<file path="config.mk">
export PLATFORM = sky130hd
export DESIGN_NAME = lane_router
export DESIGN_NICKNAME = d
export VERILOG_FILES = /design/src/rtl/lane_router_pkg.sv /design/src/rtl/lane_router_wr.sv /design/src/rtl/lane_router_rd.sv /design/src/rtl/lane_router_seq.sv /design/src/rtl/lane_router.sv
export SDC_FILE = /design/constraint.sdc
export NUM_CORES = 1
export LEC_CHECK = 0
export CAP_MARGIN = 20
export CORE_ASPECT_RATIO = 0.7
export CORE_UTILIZATION = 48
export CTS_CLUSTER_DIAMETER = 30
export CTS_CLUSTER_SIZE = 16
export DETAILED_ROUTE_END_ITERATION = 16
export PLACE_DENSITY = 0.92
export SYNTH_ARGS = -nofsm -noshare
export SYNTH_HDL_FRONTEND = slang
export SYNTH_SLANG_ARGS = --single-unit
</file>
<file path="constraint.sdc">
create_clock -name clk -period 4.9 [get_ports clk]
set_input_delay 0.98 -clock clk [delete_from_list [all_inputs] [get_ports clk]]
set_output_delay 0.98 -clock clk [all_outputs]
set_load 0.1 [all_outputs]
</file>
<file path="src/rtl/lane_router_pkg.sv">
package lane_router_pkg;

    localparam int DATA_W     = 32;
    localparam int ADDR_W     = 32;
    localparam int LANES      = DATA_W / 8;
    localparam int OFF_W      = $clog2(LANES);
    localparam int LINE_BEATS = 4;
    localparam int BEAT_W     = $clog2(LINE_BEATS);

    typedef enum logic [1:0] {
        SZ_LONG = 2'b00,
        SZ_BYTE = 2'b01,
        SZ_WORD = 2'b10,
        SZ_LINE = 2'b11
    } xsize_e;

    typedef struct packed {
        logic              write;
        xsize_e            size;
        logic [ADDR_W-1:0] addr;
        logic [DATA_W-1:0] wdata;
    } xfer_t;

    // Word needs an even offset, long word needs offset zero.
    function automatic logic is_misaligned(xsize_e sz, logic [OFF_W-1:0] off);
        case (sz)
            SZ_WORD: return off[0];
            SZ_LONG: return off != '0;
            default: return 1'b0;
        endcase
    endfunction

    // Big-endian: offset 0 maps to the top lane.
    function automatic logic [OFF_W-1:0] lane_for(logic [OFF_W-1:0] off);
        return OFF_W'(LANES - 1) - off;
    endfunction

endpackage

</file>
<file path="src/rtl/lane_router_wr.sv">
module lane_router_wr
    import lane_router_pkg::*;
(
    input  xsize_e             size,
    input  logic [OFF_W-1:0]   off,
    input  logic [DATA_W-1:0]  wdata,
    output logic [DATA_W-1:0]  lane_data,
    output logic [LANES-1:0]   lane_en
);
    localparam int HALF = LANES / 2;

    for (genvar l = 0; l < LANES; l++) begin : g_lane
        logic [7:0] d;
        logic       e;
        always_comb begin
            case (size)
                SZ_BYTE: begin
                    d = wdata[7:0];
                    e = (lane_for(off) == OFF_W'(l));
                end
                SZ_WORD: begin
                    d = wdata[8*(l%HALF) +: 8];
                    e = (off[OFF_W-1] == (l < HALF));
                end
                default: begin
                    d = wdata[8*l +: 8];
                    e = 1'b1;
                end
            endcase
        end
        assign lane_data[8*l +: 8] = d;
        assign lane_en[l]          = e;
    end

endmodule

</file>
<file path="src/rtl/lane_router_rd.sv">
module lane_router_rd
    import lane_router_pkg::*;
(
    input  xsize_e             size,
    input  logic [OFF_W-1:0]   off,
    input  logic [DATA_W-1:0]  bus_rdata,
    output logic [DATA_W-1:0]  operand
);
    localparam int HALF_W = DATA_W / 2;

    always_comb begin
        case (size)
            SZ_BYTE: operand = DATA_W'(bus_rdata[8*lane_for(off) +: 8]);
            SZ_WORD: operand = off[OFF_W-1] ? DATA_W'(bus_rdata[HALF_W-1:0])
                                            : DATA_W'(bus_rdata[DATA_W-1:HALF_W]);
            default: operand = bus_rdata;
        endcase
    end

endmodule

</file>
<file path="src/rtl/lane_router_seq.sv">
module lane_router_seq #(
    parameter int BEATS = 4
) (
    input  logic                      clk,
    input  logic                      rst,
    input  logic                      start,
    input  logic                      start_line,
    input  logic                      ack,
    output logic                      busy,
    output logic [$clog2(BEATS)-1:0]  beat,
    output logic                      last,
    output logic                      done
);
    localparam int CNT_W = $clog2(BEATS);

    logic line_q;

    assign last = !line_q || (beat == CNT_W'(BEATS - 1));

    always_ff @(posedge clk) begin
        if (rst) begin
            busy   <= 1'b0;
            beat   <= '0;
            line_q <= 1'b0;
            done   <= 1'b0;
        end else begin
            done <= 1'b0;
            if (start) begin
                busy   <= 1'b1;
                beat   <= '0;
                line_q <= start_line;
            end else if (busy && ack) begin
                if (last) begin
                    busy <= 1'b0;
                    done <= 1'b1;
                end else begin
                    beat <= beat + 1'b1;
                end
            end
        end
    end

endmodule

</file>
<file path="src/rtl/lane_router.sv">
module lane_router
    import lane_router_pkg::*;
(
    input  logic                clk,
    input  logic                rst,
    input  logic                req_valid,
    input  logic                req_write,
    input  logic [1:0]          req_size,
    input  logic [ADDR_W-1:0]   req_addr,
    input  logic [DATA_W-1:0]   req_wdata,
    output logic                req_ready,
    output logic                misalign,
    output logic                done,
    output logic                rd_valid,
    output logic [DATA_W-1:0]   rd_data,
    output logic                bus_req,
    output logic                bus_wr,
    output logic [1:0]          bus_size,
    output logic [ADDR_W-1:0]   bus_addr,
    output logic [LANES-1:0]    bus_be,
    output logic [DATA_W-1:0]   bus_wdata,
    input  logic                bus_ack,
    input  logic [DATA_W-1:0]   bus_rdata
);
    localparam int IDX_LO = OFF_W;
    localparam int IDX_HI = OFF_W + BEAT_W - 1;

    xsize_e            in_size;
    xfer_t             op_q;
    logic              busy, last, seq_done;
    logic [BEAT_W-1:0] beat;
    logic              accept, bad, start, beat_ack;
    logic [DATA_W-1:0] gathered;

    assign in_size  = xsize_e'(req_size);
    assign accept   = req_valid && !busy;
    assign bad      = is_misaligned(in_size, req_addr[OFF_W-1:0]);
    assign start    = accept && !bad;
    assign beat_ack = busy && bus_ack;

    lane_router_seq #(.BEATS(LINE_BEATS)) u_seq (
        .clk        (clk),
        .rst        (rst),
        .start      (start),
        .start_line (in_size == SZ_LINE),
        .ack        (bus_ack),
        .busy       (busy),
        .beat       (beat),
        .last       (last),
        .done       (seq_done)
    );

    lane_router_wr u_wr (
        .size      (op_q.size),
        .off       (op_q.addr[OFF_W-1:0]),
        .wdata     (op_q.wdata),
        .lane_data (bus_wdata),
        .lane_en   (bus_be)
    );

    lane_router_rd u_rd (
        .size      (op_q.size),
        .off       (op_q.addr[OFF_W-1:0]),
        .bus_rdata (bus_rdata),
        .operand   (gathered)
    );

    always_ff @(posedge clk) begin
        if (rst) begin
            op_q     <= '0;
            misalign <= 1'b0;
            rd_valid <= 1'b0;
            rd_data  <= '0;
        end else begin
            misalign <= accept && bad;
            rd_valid <= beat_ack && !op_q.write;
            if (start) begin
                op_q <= '{write: req_write, size: in_size,
                          addr: req_addr, wdata: req_wdata};
            end else if (beat_ack && !last && op_q.write) begin
                op_q.wdata <= req_wdata;
            end
            if (beat_ack && !op_q.write) begin
                rd_data <= gathered;
            end
        end
    end

    // Line beats step bits 3..2; the offset bits repeat unchanged.
    always_comb begin
        bus_addr = op_q.addr;
        if (op_q.size == SZ_LINE) begin
            bus_addr[IDX_HI:IDX_LO] = op_q.addr[IDX_HI:IDX_LO] + beat;
        end
    end

    assign bus_req   = busy;
    assign bus_wr    = busy && op_q.write;
    assign bus_size  = op_q.size;
    assign req_ready = !busy;
    assign done      = seq_done;

endmodule

</file>
==> metrics.md, run 1 <==
| Metric | Value |
|---|---|
| Synth unique cells | 40 |
| Max_cap viols | 0 |
| Clock latency on the worst-skew pair | 0.34 ns |
| Initial Utilization | 50.7% |
| Skew final | 0.00718 ns |
| Worst path arrival time | 2.85 ns |
| Yosys reg bits | 106 |
| Largest net degree at the start of global routing | 79 |
| # resized after CTS | 0 |
| Top FF cell, synth | dfxtp_1 |
| Vias | 5,195 |
| Leakage | 0.00289 uW |
| FF-to-FF Start | bus_size[0] |
| Initial antenna violation count | 0 |
| RSZ-0062 raised after global routing | false |
| # IOs | 211 |
| Cells after Synth | 607 |
| Finished Layout Cells | 889 |
| CP endpoint | bus_wdata[14] |
| Slew margin rel. | 30.7% |
| Setup Buffers After CTS | 0 |
| Pre-antenna DRT Iters | 5 |
| Max Slew Vio Count | 0 |
| Post-DP HPWL | 11,600 microns |
| R2R cell count | 6 |
| Worst Tran Pin Value | 1.04 ns |
| R2R Path End | rd_data[3] |
| Tmin final | 3.83 ns |
| Core Box Area | 10,600 sq um |
| Hold Path Class | flop to flop |
| Row cnt | 31 |
| Setup TNS | 0 ns |
| Critical Path, Cell by Cell | ha_1 -> mux2_2 -> clkdlybuf4s50_1 |
| Routed WL | 16,300 microns |
| Synthesized Nets | 715 |
| I/O Buffers | 210 |
| Area grow syn2layout | 38.2% |
| Pwr dens | 330 nW/um^2 |
| DRT antenna net count | 0 |
| Inst Count DP | 871 |
| Clock H-tree levels | 3 |
| Num CTS Buffers | 9 |
| Crit-path max FO | 15 |
| Crit path capture type | output port |
| Worst reg2reg setup slack | 2.13 ns |
| Global route overflow | 0 |
| Bufs and invs on worst path | 1 |
| Setup slack at placement | 1.22 ns |
| VDD IR max | 0.000209 V |
| Setup violations, final | 0 |
| CTS tree | done |
| DRC | 0 |
| Syn Std Cell Area | 5370 sq um |
| Critical path class | flop to output port |
| Global-route wire length before repair | 25,300 microns |
| Post-synth EDFFs | 0 |
| Worst endpoint required time | 3.92 ns |
| CP max stage delay | 1.14 ns |
| Ys Warns | 0 |
| Hold buffers post-CTS | 0 |
| Top area cells in the synthesized netlist | dfxtp_1, buf_4, mux2i_1 |
| DR iter-0 viols | 394 |
| Clk sink count | 106 |
| Achievable Freq | 0.261 GHz |
| Gr usage total | 27.3% |
| Clk slew on worst S/H paths | 0.07 ns |
| CP top delay family | buffers and inverters |
| CTS Buffer Depth | 2 |
| CP startpoint kind | flop |
| GP Congestion | 0.847 |
| Final period util | 78.2% |
| CP Launch Point | bus_size[0] |
| Sequential share of the synthesized area | 39.5% |
| Die Y | 90.5 microns |
| WL/cell | 18.3 microns |
| Final Hold Fails | 0 |
| Layout cell share with drive strength beyond 1 | 10.5% |
| PnR worst setup slack | 1.07 ns |
| Post-synthesis async set-or-reset flop share | 0% |
| Cell at the slowest stage of the critical path | clkdlybuf4s50_1 |
| Placed cell area | 7090 sq um |
| Clk root buf | clkbuf_16 |
| Yosys top cell area share | 39.5% |
| Synth area leader | dfxtp_1 |
| Vias per cell | 5.84 |
| Ant diodes | 0 |
| Syn Area/Cell | 8.84 sq um |
| Die X | 128 microns |
| Instance count on the critical path | 3 |
| Area of the die | 11,600 sq um |
| Status | complete, no violations |
| Cell area after layout | 7420 sq um |
| Vias in the first global route | 4,959 |
| Hold path startpoint | op_q[24] |
| Final net count | 844 |
## worst min-delay path: cells and delay by family, from the launching register on
kind,cells,cell delay [ns]
DFF,1,0.31
muxes,1,0.06
and+or+nand+nor,1,0.05
## layout make-up
class	count	area, sq um
multi-input combinational	388	2620
clock buffer	11	243
fill	798	3170
timing repair buffer	222	2170
inverter	9	33.8
clock inverter	5	38.8
tap	148	185
sequential	106	2120
## cell usage after synthesis (all sizes together) (4+ instances only)
cell type  count
mux2i         33
a32oi          9
ha             5
clkbuf        45
o2111ai        8
nand3         10
o211ai         8
o31ai         33
nand2         74
a22o          18
nand4         32
a21o           4
o21ai         25
nor2b          4
mux2          25
and2          10
dfxtp        106
nor3b         10
buf           59
inv            9
a22oi          8
a21oi         52
## logic make-up (layout without fill, tap and decap cells)
logic type / after synthesis / in the layout / share of synthesized area (%)
multiplexers: 58 / 58 / 11.4
AO/OA/AOI/OAI: 168 / 168 / 21.0
XOR/XNOR: 3 / 3 / 0.490
buffers and inverters: 113 / 247 / 11.8
flip-flops: 106 / 106 / 39.5
AND/OR/NAND/NOR: 154 / 154 / 14.6
adder cells (fa/ha/maj): 5 / 5 / 1.17
## routing by layer
layer	routed length, microns	vias up	global-route usage [%]
met5	0	-	0
met4	340	0	9.61
met3	1440	31	7.23
met2	7800	274	44.5
met1	6680	2460	34.7
li1	-	2430	-
## per-stage QoR
stage	utilization, %	hold WS, ns	power, uW
2_1_floorplan	-	0.435	1570
3_3_place_gp	67.0	0.441	1750
3_5_place_dp	67.0	0.459	1770
4_1_cts	69.6	0.468	2450
5_1_grt	70.0	0.474	2530
6_report	70.0	0.466	2450
## power breakdown
group | leakage, uW | switching, uW | internal (uW)
clock | 0.000136 | 327 | 362
combinational | 0.00189 | 580 | 238
sequential | 0.000865 | 34.1 | 908
total | 0.00289 | 941 | 1510
## registers in the layout, indices dropped and copies added (netlist names), 2 cells and up
register / flops
rd_data: 32
u_seq.beat: 2
bus_size: 2
bus_addr: 30
op_q: 35
## cells in the final DEF, fill, tap and decap left out, drive strengths merged, types with 25 or more instances in the layout
cell type,synthesis,routed
nand2,74,74
o21ai,25,25
mux2i,33,33
mux2,25,25
o31ai,33,33
dfxtp,106,106
nand4,32,32
clkdlybuf4s50,0,190
a21oi,52,52
buf,59,32
## how the worst min path moves through the flow
stage | to | slack, ns | cells after the start
after global routing | op_q[24] | 0.47 | 2
after CTS | op_q[24] | 0.47 | 2
after floorplan | op_q[16] | 0.43 | 2
after detailed placement | op_q[24] | 0.46 | 2
after global placement | op_q[18] | 0.44 | 2
final | op_q[24] | 0.47 | 2
No activity file was read; power rests on OpenSTA's default activity.
==> run 2: changes to the inputs <==
--- a/config.mk
+++ b/config.mk
@@ -7,11 +7,11 @@
 export LEC_CHECK = 0
 export CAP_MARGIN = 20
 export CORE_ASPECT_RATIO = 0.7
-export CORE_UTILIZATION = 48
+export CORE_UTILIZATION = 44
 export CTS_CLUSTER_DIAMETER = 30
 export CTS_CLUSTER_SIZE = 16
 export DETAILED_ROUTE_END_ITERATION = 16
-export PLACE_DENSITY = 0.92
+export PLACE_DENSITY = 0.86
 export SYNTH_ARGS = -nofsm -noshare
 export SYNTH_HDL_FRONTEND = slang
 export SYNTH_SLANG_ARGS = --single-unit
==> constraint.sdc (replaced) <==
create_clock -name clk -period 3.92 [get_ports clk]
set_input_delay 0.784 -clock clk [delete_from_list [all_inputs] [get_ports clk]]
set_output_delay 0.784 -clock clk [all_outputs]
set_load 0.1 [all_outputs]
==> metrics.md, run 2 (synthesis gave the netlist of run 1 again) <==
| Metric | Value |
|---|---|
| Status | complete, no violations |
| DR iter-0 viols | 261 (-34%) |
| Critical path class | flop to output port |
| Reg power frac | 37.2% (-1.3 points) |
| Hold WS | 0.463 ns (-0.00353 ns) |
| Design Power | 3170 uW (+29%) |
| WL/cell | 17.8 microns (-2.8%) |
| Global route overflow | 0 (unchanged) |
| Int Pwr | 2000 uW (+33%) |
| CTS tree | done |
| Pwr dens | 414 nW/um^2 (+25%) |
| Most frequent cells in the layout | clkdlybuf4s50_1, dfxtp_1, nand2_1 |
| Hold Path Class | flop to flop |
| Max_cap viols | 0 (unchanged) |
| CTS Buffer Depth | 2 (unchanged) |
| Area of the die | 12,700 sq um (+8.9%) |
| Commonest non-fill, non-tap cell in the layout | clkdlybuf4s50_1 |
| GP Congestion | 0.799 (-5.7%) |
| # resized after CTS | 0 (unchanged) |
| Setup violations, final | 0 (unchanged) |
| Clock H-tree levels | 3 (unchanged) |
| Gr usage total | 24.7% (-2.6 points) |
| Skew final | 0.0103 ns (+0.00312 ns) |
| Pre-antenna DRT Iters | 5 (unchanged) |
| Max Slew Vio Count | 0 (unchanged) |
| # IOs | 211 (unchanged) |
| Post-DP HPWL | 11,600 microns (-0.65%) |
| VDD IR max | 0.000248 V (+18%) |
| I/O Buffers | 210 (unchanged) |
| CP startpoint kind | flop |
| Sw power | 1170 uW (+24%) |
| Register Area | 2120 sq um (unchanged) |
| Clk slew on worst S/H paths | 0.07 ns (about the same) |
| Final Hold Fails | 0 (unchanged) |
| Crit path capture type | output port |
| Worst path arrival time | 2.51 ns (-0.34 ns) |
| Initial antenna violation count | 0 (unchanged) |
| Worst endpoint required time | 3.14 ns (-0.78 ns) |
| Leakage | 0.00298 uW (+3.1%) |
| Ant diodes | 0 (unchanged) |
| RSZ-0062 raised after global routing | false |
| Global-route wire length before repair | 24,900 microns (-1.7%) |
| Largest net degree at the start of global routing | 42 (-47%) |
| Hold buffers post-CTS | 0 (unchanged) |
| Switching Fraction | 36.9% (-1.6 points) |
| Routed WL | 16,000 microns (-1.8%) |
| Final period util | 84.0% |
| Filler cell count | 942 (+18%) |
| Die X | 134 microns (+4.4%) |
| Initial Utilization | 45.5% (-5.2 points) |
| Clk sink count | 106 (unchanged) |
| Slew margin rel. | 31.0% (+0.30 points) |
| Setup TNS | 0 ns (unchanged) |
| Worst Tran Pin Value | 1.03 ns (-0.00388 ns) |
| Vias in the first global route | 4,866 (-1.9%) |
| Achievable Freq | 0.304 GHz |
| Crit-path max FO | 28 (+13) |
| Num CTS Buffers | 9 (unchanged) |
| Tmin final | 3.29 ns |
| Final net count | 845 (+0.12%) |
| Comb pwr share | 33.8% (+0.4 points) |
| Vias | 5,131 (-1.2%) |
| Setup Buffers After CTS | 0 (unchanged) |
| Flip-flop count of the largest register after layout | 35 (unchanged) |
| Vias per cell | 5.71 (-2.2%) |
| Core Box Area | 11,800 sq um (+12%) |
| Die Y | 94.4 microns (+4.3%) |
| Clock latency on the worst-skew pair | 0.34 ns (about the same) |
| DRC | 0 (unchanged) |
| Layout Utilization | 64.8% (-5.3 points) |
| Area grow syn2layout | 42.5% |
| Row cnt | 33 (+6.5%) |
| Clk root buf | clkbuf_16 |
| DRT antenna net count | 0 (unchanged) |
| Biggest register | op_q |
| Multi-input gate area | 2620 sq um (unchanged) |
| Layout cell share with drive strength beyond 1 | 12.1% (+1.6 points) |
| Clock power share | 29.0% (+0.9 points) |
==> run 2: worst max-delay path, stage by stage (launching register included) <==
cell and delay [ns]:
dfxtp_1 0.41, inv_1 0.07, ha_1 0.92, buf_4 0.38
a21o_1 0.11, buf_4 0.28
==> run 2: per-layer routing <==
layer,track usage (%),part of all wire [%]
met2,41.8,47
met5,0,0
met1,31.2,44
met4,6.46,1.3
met3,6.55,8.4
==> run 2: area by class of cell <==
type / instances / share of cell area, %
Multi-Input combinational cell: 388 / 34.3
Timing Repair Buffer: 223 / 31.0
Sequential cell: 106 / 27.7
Clock buffer: 11 / 3.30
Tap cell: 157 / 2.57
Clock inverter: 4 / 0.671
Inverter: 9 / 0.442
==> run 2: path summary, 6_finish.rpt <==
check | from | endpoint | slack (ns) | cells after the start
min reg2reg | op_q[28] | op_q[28] | 0.46 | 2
max reg2reg | bus_size[0] | rd_data[5] | 1.16 | 6
max | bus_size[0] | bus_be[2] | 0.63 | 5
min | op_q[28] | op_q[28] | 0.46 | 2
==> run 2: power groups by stage <==
stage	combinational [uW]	sequential, uW	clock [uW]
finish	1070	1180	919
global route	1110	1180	983
CTS	1070	1180	934
detailed placement	1070	1200	0
global placement	1050	1200	0
floorplan	674	1290	0
==> run 2: per-stage QoR <==
step / setup slack (ns) / instances / instance area, sq um
floorplan: 0.553 / 607 / 5370
global placement: 1.02 / 882 / 7330
detailed placement: 0.975 / 883 / 7340
CTS: 0.602 / 898 / 7650
global route: 0.411 / 898 / 7650
finish: 0.626 / 898 / 7650
